==> src/rtl/sfe_pkg.sv <==
package sfe_pkg;
  typedef struct packed {
    logic callAcc;
    logic retAcc;
    logic flushAcc;
    logic spillFire;
    logic fillFire;
  } sfeStrobe_t;
endpackage

==> src/rtl/sfe_ctrl.sv <==
module sfe_ctrl
  import sfe_pkg::*;
#(
  parameter int DEPTH  = 16,
  parameter int LREG_W = 7
) (
  input  logic              clk,
  input  logic              rstN,
  input  logic              callValid,
  input  logic [LREG_W-1:0] callSize,
  input  logic              retValid,
  input  logic [LREG_W-1:0] retSize,
  input  logic              flushValid,
  input  logic              overFull,
  input  logic              residentZero,
  input  logic              fillPending,
  input  logic              memReady,
  output sfeStrobe_t        st,
  output logic              busy,
  output logic              memValid,
  output logic              memWrite
);
  logic flushing;
  logic spillNeed;
  logic idle;
  logic callOk;
  logic retOk;

  assign spillNeed = overFull || (flushing && !residentZero);
  assign busy      = spillNeed || fillPending || flushing;
  assign idle      = !busy;
  assign callOk    = callSize <= LREG_W'(DEPTH);
  assign retOk     = retSize  <= LREG_W'(DEPTH);
  assign memValid  = spillNeed || fillPending;
  assign memWrite  = spillNeed;

  always_comb begin
    st           = '0;
    st.callAcc   = idle && callValid && callOk;
    st.retAcc    = idle && !callValid && retValid && retOk;
    st.flushAcc  = idle && !callValid && !retValid && flushValid;
    st.spillFire = spillNeed && memReady;
    st.fillFire  = fillPending && !spillNeed && memReady;
  end

  always_ff @(posedge clk or negedge rstN) begin
    if (!rstN) flushing <= 1'b0;
    else if (st.flushAcc) flushing <= 1'b1;
    else if (flushing && residentZero) flushing <= 1'b0;
  end

  p_ignore_busy_r7: assert property (@(posedge clk) disable iff (!rstN)
    busy |-> !(st.callAcc || st.retAcc || st.flushAcc));
  p_one_cmd_r7: assert property (@(posedge clk) disable iff (!rstN)
    $onehot0({st.callAcc, st.retAcc, st.flushAcc}));
  p_hold_req_r9: assert property (@(posedge clk) disable iff (!rstN)
    (memValid && !memReady) |=> (memValid && $stable(memWrite)));
endmodule

==> src/rtl/sfe_datapath.sv <==
module sfe_datapath
  import sfe_pkg::*;
#(
  parameter int             GLOBALS = 32,
  parameter int             DEPTH   = 16,
  parameter int             LREG_W  = 7,
  parameter int             ADDR_W  = 16,
  parameter logic [15:0]    BS_BASE = 16'h0100,
  localparam int            IDX_W   = $clog2(DEPTH),
  localparam int            CNT_W   = $clog2(2 * DEPTH + 1),
  localparam int            PHYS_W  = $clog2(GLOBALS + DEPTH),
  localparam int            CMP_W   = ((LREG_W > CNT_W) ? LREG_W : CNT_W) + 1
) (
  input  logic              clk,
  input  logic              rstN,
  input  sfeStrobe_t        st,
  input  logic              busy,
  input  logic [LREG_W-1:0] callSize,
  input  logic [LREG_W-1:0] retSize,
  input  logic [LREG_W-1:0] logReg,
  output logic              overFull,
  output logic              residentZero,
  output logic              fillPending,
  output logic [PHYS_W-1:0] physReg,
  output logic              regIllegal,
  output logic [ADDR_W-1:0] memAddr,
  output logic [PHYS_W-1:0] rfRdIdx,
  output logic [PHYS_W-1:0] rfWrIdx
);
  logic [IDX_W-1:0]  base, bottom;
  logic [CNT_W-1:0]  curSize, resident, fillLeft, fillOff;
  logic [ADDR_W-1:0] bsp;

  function automatic logic [IDX_W-1:0] wrapAdd(input logic [IDX_W-1:0] a,
                                               input logic [CNT_W-1:0] b);
    logic [CNT_W:0] s;
    s = (CNT_W+1)'(a) + (CNT_W+1)'(b);
    if (s >= (CNT_W+1)'(DEPTH)) s = s - (CNT_W+1)'(DEPTH);
    return IDX_W'(s);
  endfunction

  function automatic logic [IDX_W-1:0] wrapSub(input logic [IDX_W-1:0] a,
                                               input logic [CNT_W-1:0] b);
    return wrapAdd(a, CNT_W'(DEPTH) - b);
  endfunction

  // Rename path
  logic [LREG_W-1:0] off;
  logic              isStacked;
  assign off        = logReg - LREG_W'(GLOBALS);
  assign isStacked  = logReg >= LREG_W'(GLOBALS);
  assign regIllegal = isStacked && (CMP_W'(off) >= CMP_W'(curSize));

  always_comb begin
    if (!isStacked)      physReg = PHYS_W'(logReg);
    else if (regIllegal) physReg = '0;
    else                 physReg = PHYS_W'(GLOBALS) + PHYS_W'(wrapAdd(base, CNT_W'(off)));
  end

  // Status to control
  assign overFull     = resident > CNT_W'(DEPTH);
  assign residentZero = resident == '0;
  assign fillPending  = fillLeft != '0;

  // Memory and register file side
  assign memAddr = st.spillFire || overFull || !fillPending ? bsp : bsp + ADDR_W'(fillOff);
  assign rfRdIdx = PHYS_W'(GLOBALS) + PHYS_W'(bottom);
  assign rfWrIdx = PHYS_W'(GLOBALS) + PHYS_W'(wrapAdd(bottom, fillOff));

  // Return bookkeeping
  logic [CNT_W-1:0] callSz, retSz, callerRes, missing;
  assign callSz    = CNT_W'(callSize);
  assign retSz     = CNT_W'(retSize);
  assign callerRes = resident - curSize;
  assign missing   = (retSz > callerRes) ? retSz - callerRes : '0;

  always_ff @(posedge clk or negedge rstN) begin
    if (!rstN) begin
      base     <= '0;
      bottom   <= '0;
      curSize  <= '0;
      resident <= '0;
      fillLeft <= '0;
      fillOff  <= '0;
      bsp      <= ADDR_W'(BS_BASE);
    end else begin
      if (st.callAcc) begin
        base     <= wrapAdd(base, curSize);
        curSize  <= callSz;
        resident <= resident + callSz;
      end
      if (st.flushAcc) begin
        base    <= wrapAdd(base, curSize);
        curSize <= '0;
      end
      if (st.retAcc) begin
        base    <= wrapSub(base, retSz);
        curSize <= retSz;
        if (missing != '0) begin
          resident <= retSz;
          bottom   <= wrapSub(bottom, missing);
          bsp      <= bsp - ADDR_W'(missing);
          fillLeft <= missing;
          fillOff  <= '0;
        end else begin
          resident <= callerRes;
        end
      end
      if (st.spillFire) begin
        bottom   <= wrapAdd(bottom, CNT_W'(1));
        resident <= resident - 1'b1;
        bsp      <= bsp + 1'b1;
      end
      if (st.fillFire) begin
        fillLeft <= fillLeft - 1'b1;
        fillOff  <= fillOff + 1'b1;
      end
    end
  end

  p_idle_fits_r4: assert property (@(posedge clk) disable iff (!rstN)
    !busy |-> (resident <= CNT_W'(DEPTH) && resident >= curSize));
  p_spill_addr_r4: assert property (@(posedge clk) disable iff (!rstN)
    st.spillFire ##1 st.spillFire |-> memAddr == $past(memAddr) + 1'b1);
  p_fill_order_r5: assert property (@(posedge clk) disable iff (!rstN)
    st.fillFire ##1 st.fillFire |-> memAddr == $past(memAddr) + 1'b1);
  p_stack_range_r2: assert property (@(posedge clk) disable iff (!rstN)
    (isStacked && !regIllegal) |-> physReg >= PHYS_W'(GLOBALS));
  p_global_ident_r1: assert property (@(posedge clk) disable iff (!rstN)
    !isStacked |-> !regIllegal);
endmodule

==> src/rtl/stack_frame_engine.sv <==
module stack_frame_engine
  import sfe_pkg::*;
#(
  parameter int          GLOBALS = 32,
  parameter int          DEPTH   = 16,
  parameter int          LREG_W  = 7,
  parameter int          DATA_W  = 32,
  parameter int          ADDR_W  = 16,
  parameter logic [15:0] BS_BASE = 16'h0100,
  localparam int         PHYS_W  = $clog2(GLOBALS + DEPTH)
) (
  input  logic              clk,
  input  logic              rstN,
  input  logic              callValid,
  input  logic [LREG_W-1:0] callSize,
  input  logic              retValid,
  input  logic [LREG_W-1:0] retSize,
  input  logic              flushValid,
  output logic              busy,
  input  logic [LREG_W-1:0] logReg,
  output logic [PHYS_W-1:0] physReg,
  output logic              regIllegal,
  output logic              memValid,
  input  logic              memReady,
  output logic              memWrite,
  output logic [ADDR_W-1:0] memAddr,
  output logic [DATA_W-1:0] memWData,
  input  logic [DATA_W-1:0] memRData,
  output logic [PHYS_W-1:0] rfRdIdx,
  input  logic [DATA_W-1:0] rfRdData,
  output logic              rfWrEn,
  output logic [PHYS_W-1:0] rfWrIdx,
  output logic [DATA_W-1:0] rfWrData
);
  sfeStrobe_t st;
  logic overFull, residentZero, fillPending;

  sfe_ctrl #(.DEPTH(DEPTH), .LREG_W(LREG_W)) u_ctrl (
    .clk(clk), .rstN(rstN),
    .callValid(callValid), .callSize(callSize),
    .retValid(retValid), .retSize(retSize), .flushValid(flushValid),
    .overFull(overFull), .residentZero(residentZero), .fillPending(fillPending),
    .memReady(memReady), .st(st), .busy(busy),
    .memValid(memValid), .memWrite(memWrite)
  );

  sfe_datapath #(.GLOBALS(GLOBALS), .DEPTH(DEPTH), .LREG_W(LREG_W),
                 .ADDR_W(ADDR_W), .BS_BASE(BS_BASE)) u_dp (
    .clk(clk), .rstN(rstN), .st(st), .busy(busy),
    .callSize(callSize), .retSize(retSize), .logReg(logReg),
    .overFull(overFull), .residentZero(residentZero), .fillPending(fillPending),
    .physReg(physReg), .regIllegal(regIllegal), .memAddr(memAddr),
    .rfRdIdx(rfRdIdx), .rfWrIdx(rfWrIdx)
  );

  assign memWData = rfRdData;
  assign rfWrData = memRData;
  assign rfWrEn   = st.fillFire;
endmodule

==> config.mk <==
export PLATFORM = sky130hd
export DESIGN_NAME = stack_frame_engine
export DESIGN_NICKNAME = d
export VERILOG_FILES = /design/src/rtl/sfe_pkg.sv /design/src/rtl/sfe_ctrl.sv /design/src/rtl/sfe_datapath.sv /design/src/rtl/stack_frame_engine.sv
export SDC_FILE = /design/constraint.sdc
export NUM_CORES = 1
export LEC_CHECK = 0
export ABC_AREA = 0
export CAP_MARGIN = 20
export CORE_ASPECT_RATIO = 1.75
export CORE_MARGIN = 5
export CORE_UTILIZATION = 50
export CTS_BUF_LIST = sky130_fd_sc_hd__clkbuf_4 sky130_fd_sc_hd__clkbuf_8
export DETAILED_ROUTE_END_ITERATION = 8
export GPL_TIMING_DRIVEN = 0
export PLACE_DENSITY = 0.87
export SLEW_MARGIN = 5
export SYNTH_ARGS = -nofsm -noshare
export SYNTH_HDL_FRONTEND = slang
export SYNTH_SLANG_ARGS = --single-unit
==> constraint.sdc <==
create_clock -name clk -period 16.9 [get_ports clk]
set_clock_uncertainty 0.2 [all_clocks]
set_input_delay 3.38 -clock clk [delete_from_list [all_inputs] [get_ports clk]]
set_output_delay 3.38 -clock clk [all_outputs]
set_load 0.01 [all_outputs]
### Yosys cells after proc, flatten, opt, wreduce, memory -nomap -nowiden

Index checks and enable logic that the tools add are counted.

| word-level totals | value |
|---|---|
| bits in latches | 0 |
| bits in writable memories | 0 |
| memory bits (read-only) | 0 |
| output and inout bits | 103 |
| register bits | 49 |
| memories kept | 0 |

| cells by class | value |
|---|---|
| div/mod/pow operators | 0 |
| equality and inequality tests | 0 |
| mux-type cells | 36 |
| shift-type cells | 0 |
| reductions and logical operators | 36 |
| magnitude comparators | 12 |
| $add $sub $neg | 27 |
| bitwise gates (word level) | 0 |
| multipliers | 0 |

Operator list:

| operator | number |
|---|---|
| 6-bit two-way mux | 16 |
| 16-bit two-way mux | 4 |
| 4-bit two-way mux | 14 |
| 4-bit by 6-bit adder with 7-bit output | 5 |
| 7-bit by 5-bit greater-or-equal comparator with 1-bit output, second input constant | 5 |
| 4-bit by 1-bit subtractor with 4-bit output, second input constant | 6 |
| 6-bit by 4-bit adder with 6-bit output, first input constant | 3 |
| 16-bit by 1-bit adder with 16-bit output, second input constant | 1 |
| 16-bit by 6-bit adder with 16-bit output | 1 |
| 16-bit by 6-bit subtractor with 16-bit output | 1 |
| 7-bit by 5-bit <= comparator with 1-bit output, second input constant | 2 |
| 1-bit logical AND | 13 |
| 6-bit nonzero test | 2 |
| 5-bit by 6-bit subtractor with 6-bit output, first input constant | 2 |
| 6-bit by 1-bit subtractor with 6-bit output, second input constant | 2 |
| 6-bit subtractor | 2 |
| 2-bit nonzero test | 5 |
| 7-bit by 6-bit greater-or-equal comparator with 1-bit output | 1 |
| 7-bit by 6-bit greater-or-equal comparator with 1-bit output, second input constant | 1 |
| 7-bit by 6-bit subtractor with 7-bit output, second input constant | 1 |
| 6-bit by 1-bit adder with 6-bit output, second input constant | 1 |
| 6-bit adder | 1 |
| 6-bit by 5-bit greater-than comparator with 1-bit output, second input constant | 1 |
| 6-bit greater-than comparator | 1 |
| other kinds (8) | 20 |

### Longest topological paths before layout

| depth | value |
|---|---|
| word-level depth | 12 |
| depth in mapped cells | 27 |
| depth with buffers taken out | 27 |

### By module

From an unflattened synthesis, not the netlist that was laid out.

| second synthesis, totals | value |
|---|---|
| cells, all modules | 694 |
| area total of the unflattened synthesis | 5755.5 um^2 |

Modules (own cells, without submodules):

| module | area each (um^2) | times used | cells each | seq. area each (um^2) |
|---|---|---|---|---|
| sfe_datapath | 5129.9 | 1 | 612 | 1202.4 |
| stack_frame_engine | 480.5 | 1 | 64 | 0.0 |
| sfe_ctrl | 145.1 | 1 | 18 | 25.0 |

### Least setup slack after synthesis

OpenSTA, ideal clock, no wires.

| timing | value |
|---|---|
| path type | input port to output port |
| start | in logReg[0] |
| end | out physReg[2] |
| buffers on the path | 0 |
| stages | 10 |
| path slack | 8.327 ns |
| data arrival time | 4.993 ns |
| cells stage by stage | inv_1 -> ha_1 -> nand2b_1 -> a21o_1 -> a21o_1 -> a21oi_1 -> nor2b_1 -> o21ai_0 -> nand3b_1 -> o31ai_1 |

| on the way | value |
|---|---|
| longest elaborated chain between the ends | 9 |

RTL lines:

| what | RTL line | RTL |
|---|---|---|
| from (decl) | stack_frame_engine.sv:20 | `input logic [LREG_W-1:0] logReg,` |
| 7-bit by 6-bit subtractor with 7-bit output | sfe_datapath.sv:50 | `assign off = logReg - LREG_W'(GLOBALS);` |
| 4-bit by 6-bit adder with 7-bit output | sfe_datapath.sv:37 | `s = (CNT_W+1)'(a) + (CNT_W+1)'(b);` |
| 7-bit by 5-bit greater-or-equal comparator with 1-bit output / 4-bit by 1-bit subtractor with 4-bit output (equally long branches) | sfe_datapath.sv:38 | `if (s >= (CNT_W+1)'(DEPTH)) s = s - (CNT_W+1)'(DEPTH);` |
| 4-bit two-way mux | sfe_datapath.sv:38 |  |
| 4-bit two-way mux | sfe_datapath.sv:56 | `else if (regIllegal) physReg = '0;` |
| 4-bit two-way mux | sfe_datapath.sv:55 | `if (!isStacked) physReg = PHYS_W'(logReg);` |
| 6-bit by 4-bit adder with 6-bit output | sfe_datapath.sv:57 | `else physReg = PHYS_W'(GLOBALS) + PHYS_W'(wrapAdd(base, CNT_W'(off)));` |
| 6-bit two-way mux | sfe_datapath.sv:56 |  |
| 6-bit two-way mux (*) | sfe_datapath.sv:55 |  |
| to (decl) | stack_frame_engine.sv:21 | `output logic [PHYS_W-1:0] physReg,` |

Every way passes the cells marked *; elsewhere a longest branch is shown, timed or not. The select of a mux whose other input is x is not followed.

### Worst setup path after layout

| timing | value |
|---|---|
| start | in memReady |
| end | out memAddr[14] |

| on the way | value |
|---|---|
| longest elaborated chain between the ends | 4 |

RTL lines:

| what | RTL line | RTL |
|---|---|---|
| from (decl) | stack_frame_engine.sv:24 | `input logic memReady,` |
| 1-bit logical AND | sfe_ctrl.sv:42 | `st.spillFire = spillNeed && memReady;` |
| 1-bit logical OR (2 in series) | sfe_datapath.sv:66 | `assign memAddr = st.spillFire \|\| overFull \|\| !fillPending ? bsp : bsp + ADDR_W'(fillOff);` |
| 16-bit two-way mux | sfe_datapath.sv:66 |  |
| to (decl) | stack_frame_engine.sv:26 | `output logic [ADDR_W-1:0] memAddr,` |

Every way passes these cells.

==> results <==
- The flow ran to the end, and the final reports show no timing, DRC or antenna violations.
- The H-tree depth is 2.
- The launch point of the worst reg-to-reg path is u_dp.resident[0]$_DFFE_PN0P_.
- The violation count after the first detailed-routing iteration is approximately 190.
- Counting distinct cell types in the post-synthesis netlist gives 68.
- At the end of the flow the core is filled with cells to between 60% and 70%.
- The number of buffer cells added on primary ports is 125.
- The detail-routed net length per standard cell is about 16 µm.
- The path class of the tightest hold or removal check is reg2reg.
- The final clock period utilization by the worst path is 57.7%.
- The sum of overflow across all layers after global routing is 0.
- The congestion estimate from routability-driven global placement came to 0.945.
- The die is ~150 µm tall.
- Gates resized during post-CTS repair numbered 0.
- Summing all multi-input logic gate instances after layout gives ~3700 µm².
- The post-synthesis instance area is roughly 5700 µm².
- The count of endpoints failing setup in the final report is 0.
- The final HPWL from detailed placement is roughly 13,000 µm.
- Entering global routing, the biggest net connects 30 pins.
- From synthesis to final layout, the design area changed by 27.1%.
- The synthesized area divided by synthesized cell count is between 8 and 9 µm².
- Counting stages on the worst path, the most repeated cell is clkdlybuf4s50_1.
- The final number of max-transition violations is 0.
- Walking the worst path, the cells encountered are clkdlybuf4s50_1 -> nor2b_2 -> buf_6 -> a2111oi_4 -> o21ai_2 -> nor2_2 -> nand3_1 -> xnor2_1 -> clkdlybuf4s50_1.
- The number of hold-repair buffers added at the cts stage is 0.
- The transition time at the pin with the least slew margin is around 0.76 ns.
- Post-CTS timing repair inserted 0 buffers for setup.
- Timing would allow up to approximately 0.1 GHz.
- The number of global-route vias before repair is about 5,600.
- The post-placement cell area is a little over 7000 µm².
- The cell count after synthesis is just under 700.
- The number of vias in the routed layout is around 5,400.
- Global routing consumed, over all layers together, 21.5% of the routing resources.
- The category of cells accounting for the largest share of critical-path delay is buffers and inverters.
- After floorplanning, the core was divided into 51 placement rows.
- The average vias per placed instance is between 5 and 6.
- After clock tree synthesis, the clock-pin slew on the worst setup and hold paths is 0.10 ns.
- The detail route stage leaves a number of antenna-violating nets equal to 0.
- The number of antenna violations at the first check in global routing was 0.
- The die area is around 14,000 µm².
- Leaving out fill and tap cells, the most frequent cell in the layout is clkdlybuf4s50_1.
- The startpoint identified for the worst hold timing path is u_dp.bsp[15]$_DFFE_PN0P_.
- During synthesis, Yosys emitted a total of 0 warnings.
- The worst setup path startpoint is memReady.
- The post-synthesis register bit count is 49.
- The total count of hold-check failures in the final report is 0.
- The number of max-capacitance violations reported is 0.
- The TritonCTS clock tree is done.
- The layout net count is about 990.
- The number of antenna diodes in the final layout is 0.
- In the synthesized netlist the dominant register cell turns out to be dfrtp_1.
- For this configuration, the core starts out at a cell density of about half.
- The worst setup path is launched from an input port.
- The critical setup path kind is in2out.
- The slowest stage of the critical path is the a2111oi_4 cell.
- In this design, the stage delay of the slowest critical-path cell is 0.72 ns.
- In the layout the commonest cells are clkdlybuf4s50_1, buf_4, nand2_1.
- The number of top-level pins is 194.
- CTS placed an instance of clkbuf_8 at the clock tree root.
- The arrival time reported for the critical path endpoint is approximately 6.2 ns.
- The minimum period implied by the final worst setup slack is just under 10 ns.
- The clock drives approximately 50 sinks.
- The sequential cells in the finished layout cover a total of about 1200 µm².
- The final setup TNS is 0 ns.
- The total detailed-routing wirelength is approximately 15,000 µm.
- The first TritonRoute pass finished after 4 iterations.
- The final design instance area without fill is 7200 µm².
- Of all flip-flops after synthesis, the portion carrying an async set or reset was 100%.
- The post-route netlist has roughly 15% of its cells at a drive strength greater than 1.
- In the routed design, unresolved DRC markers number 0.
- STA puts the critical path data required time at roughly 13 ns.
- The clock latency at the later pin of the worst-skew pair is 0.33 ns.
- For this run, the register share of the synthesized area comes to between 20% and 30%.
- The core region is between 10,000 and 15,000 µm².
- The first global-routing pass estimated between 20,000 and 25,000 µm of wire.
- The number of synthesized flops with an enable pin is 0.
- The die boundary width is ~90 µm.
- The critical path capture point type is a primary output.
- The layout has 940 filler cells.
- Headroom to the max-slew limit came out at between 40% and 50%.
- Of all nets on the critical path, the largest fanout is 8.
- The critical path contains buffers and inverters numbering 3 combined.
- The largest buffer count on any clock path is 2.
- Setup repair after global routing left no endpoint under its margin.
- The number of buffers added by the clock tree synthesis step is 5.
==> metrics by stage <==
stage / instances / setup WS, ns / hold WS, ns
after floorplan: 693 / 8.33 / 0.245
after global placement: 950 / 7.13 / 0.275
after detailed placement: 951 / 7.10 / 0.286
after CTS: 959 / 7.09 / 0.299
after global routing: 959 / 6.92 / 0.311
final: 959 / 7.15 / 0.298
==> synth_stat cells, types with 3 or more instances <==
library cell | number | share of area [%]
nand2b_1 | 8 | 0.88
and3_1 | 4 | 0.44
xnor2_1 | 31 | 4.8
nor2_1 | 57 | 3.8
a31oi_1 | 4 | 0.44
buf_2 | 5 | 0.44
a21oi_1 | 52 | 4.6
a21oi_2 | 4 | 0.62
clkbuf_1 | 10 | 0.66
o21a_1 | 3 | 0.40
a211oi_1 | 5 | 0.66
nor2b_1 | 11 | 1.2
nand3_1 | 21 | 1.9
a21o_1 | 15 | 2.0
buf_4 | 68 | 9.0
inv_1 | 44 | 2.9
dfrtp_1 | 48 | 21
fa_1 | 9 | 3.2
nand4_1 | 5 | 0.55
o21ai_0 | 34 | 3.0
o41ai_1 | 3 | 0.46
nor3_1 | 9 | 0.79
nand2_1 | 63 | 4.2
o22ai_1 | 4 | 0.44
or2_2 | 5 | 0.55
nor3b_1 | 3 | 0.40
xor2_1 | 25 | 3.9
o31ai_1 | 5 | 0.66
mux2i_1 | 6 | 1.1
ha_1 | 61 | 13
nor2_2 | 4 | 0.44
or3_1 | 7 | 0.77
mux2_2 | 11 | 2.2
==> worst paths after layout <==
check,end,slack (ns),depth (start not counted)
min in group asynchronous,u_dp.fillOff[1]$_DFFE_PN0P_,2.80,1
max in group asynchronous,u_dp.bsp[8]$_DFFE_PN1P_,13.08,2
hold / removal,u_dp.bsp[15]$_DFFE_PN0P_,0.30,1
hold reg to reg,u_dp.bsp[15]$_DFFE_PN0P_,0.30,1
setup / recovery,memAddr[14],7.15,9
setup reg to reg,u_dp.bsp[13]$_DFFE_PN0P_,10.23,27
==> registers in the layout, indices dropped and copies added (netlist names) <==
signal           flops
u_dp.bottom          4
u_dp.base            4
u_dp.fillLeft        6
u_dp.bsp            16
u_ctrl.flushing      1
u_dp.fillOff         6
u_dp.resident        6
u_dp.curSize         6
==> logic make-up (layout without fill, tap and decap cells) <==
kind of cell | after synthesis | count (layout) | share of synthesized area (%)
XOR/XNOR | 56 | 56 | 8.66
multiplexers | 17 | 17 | 3.25
AND/OR/NAND/NOR | 215 | 215 | 18.8
buffers and inverters | 128 | 262 | 13.2
other | 2 | 4 | 0.133
AO/OA/AOI/OAI | 152 | 152 | 17.2
flip-flops | 49 | 49 | 21.7
adder cells (fa/ha/maj) | 72 | 72 | 17.0
==> layout make-up <==
cell class / count / area share (%)
Tap cell: 132 / 2.29
Clock inverter: 3 / 0.400
Sequential cell: 49 / 17.0
Clock buffer: 5 / 0.956
Timing Repair Buffer: 126 / 17.6
Multi-Input combinational cell: 516 / 51.3
Inverter: 44 / 2.29
Buffer: 84 / 8.11
==> layer usage <==
layer / track usage (%) / share of wire, % / vias up
met5: 0 / 0 / -
met4: 13.6 / 5.2 / 0
met3: 4.57 / 7.0 / 53
met2: 42.8 / 54 / 252
met1: 19.1 / 33 / 2472
li1: - / - / 2602
Power is not shown: default switching activity piles up to over one toggle a cycle in this logic, so the estimate is an artifact.
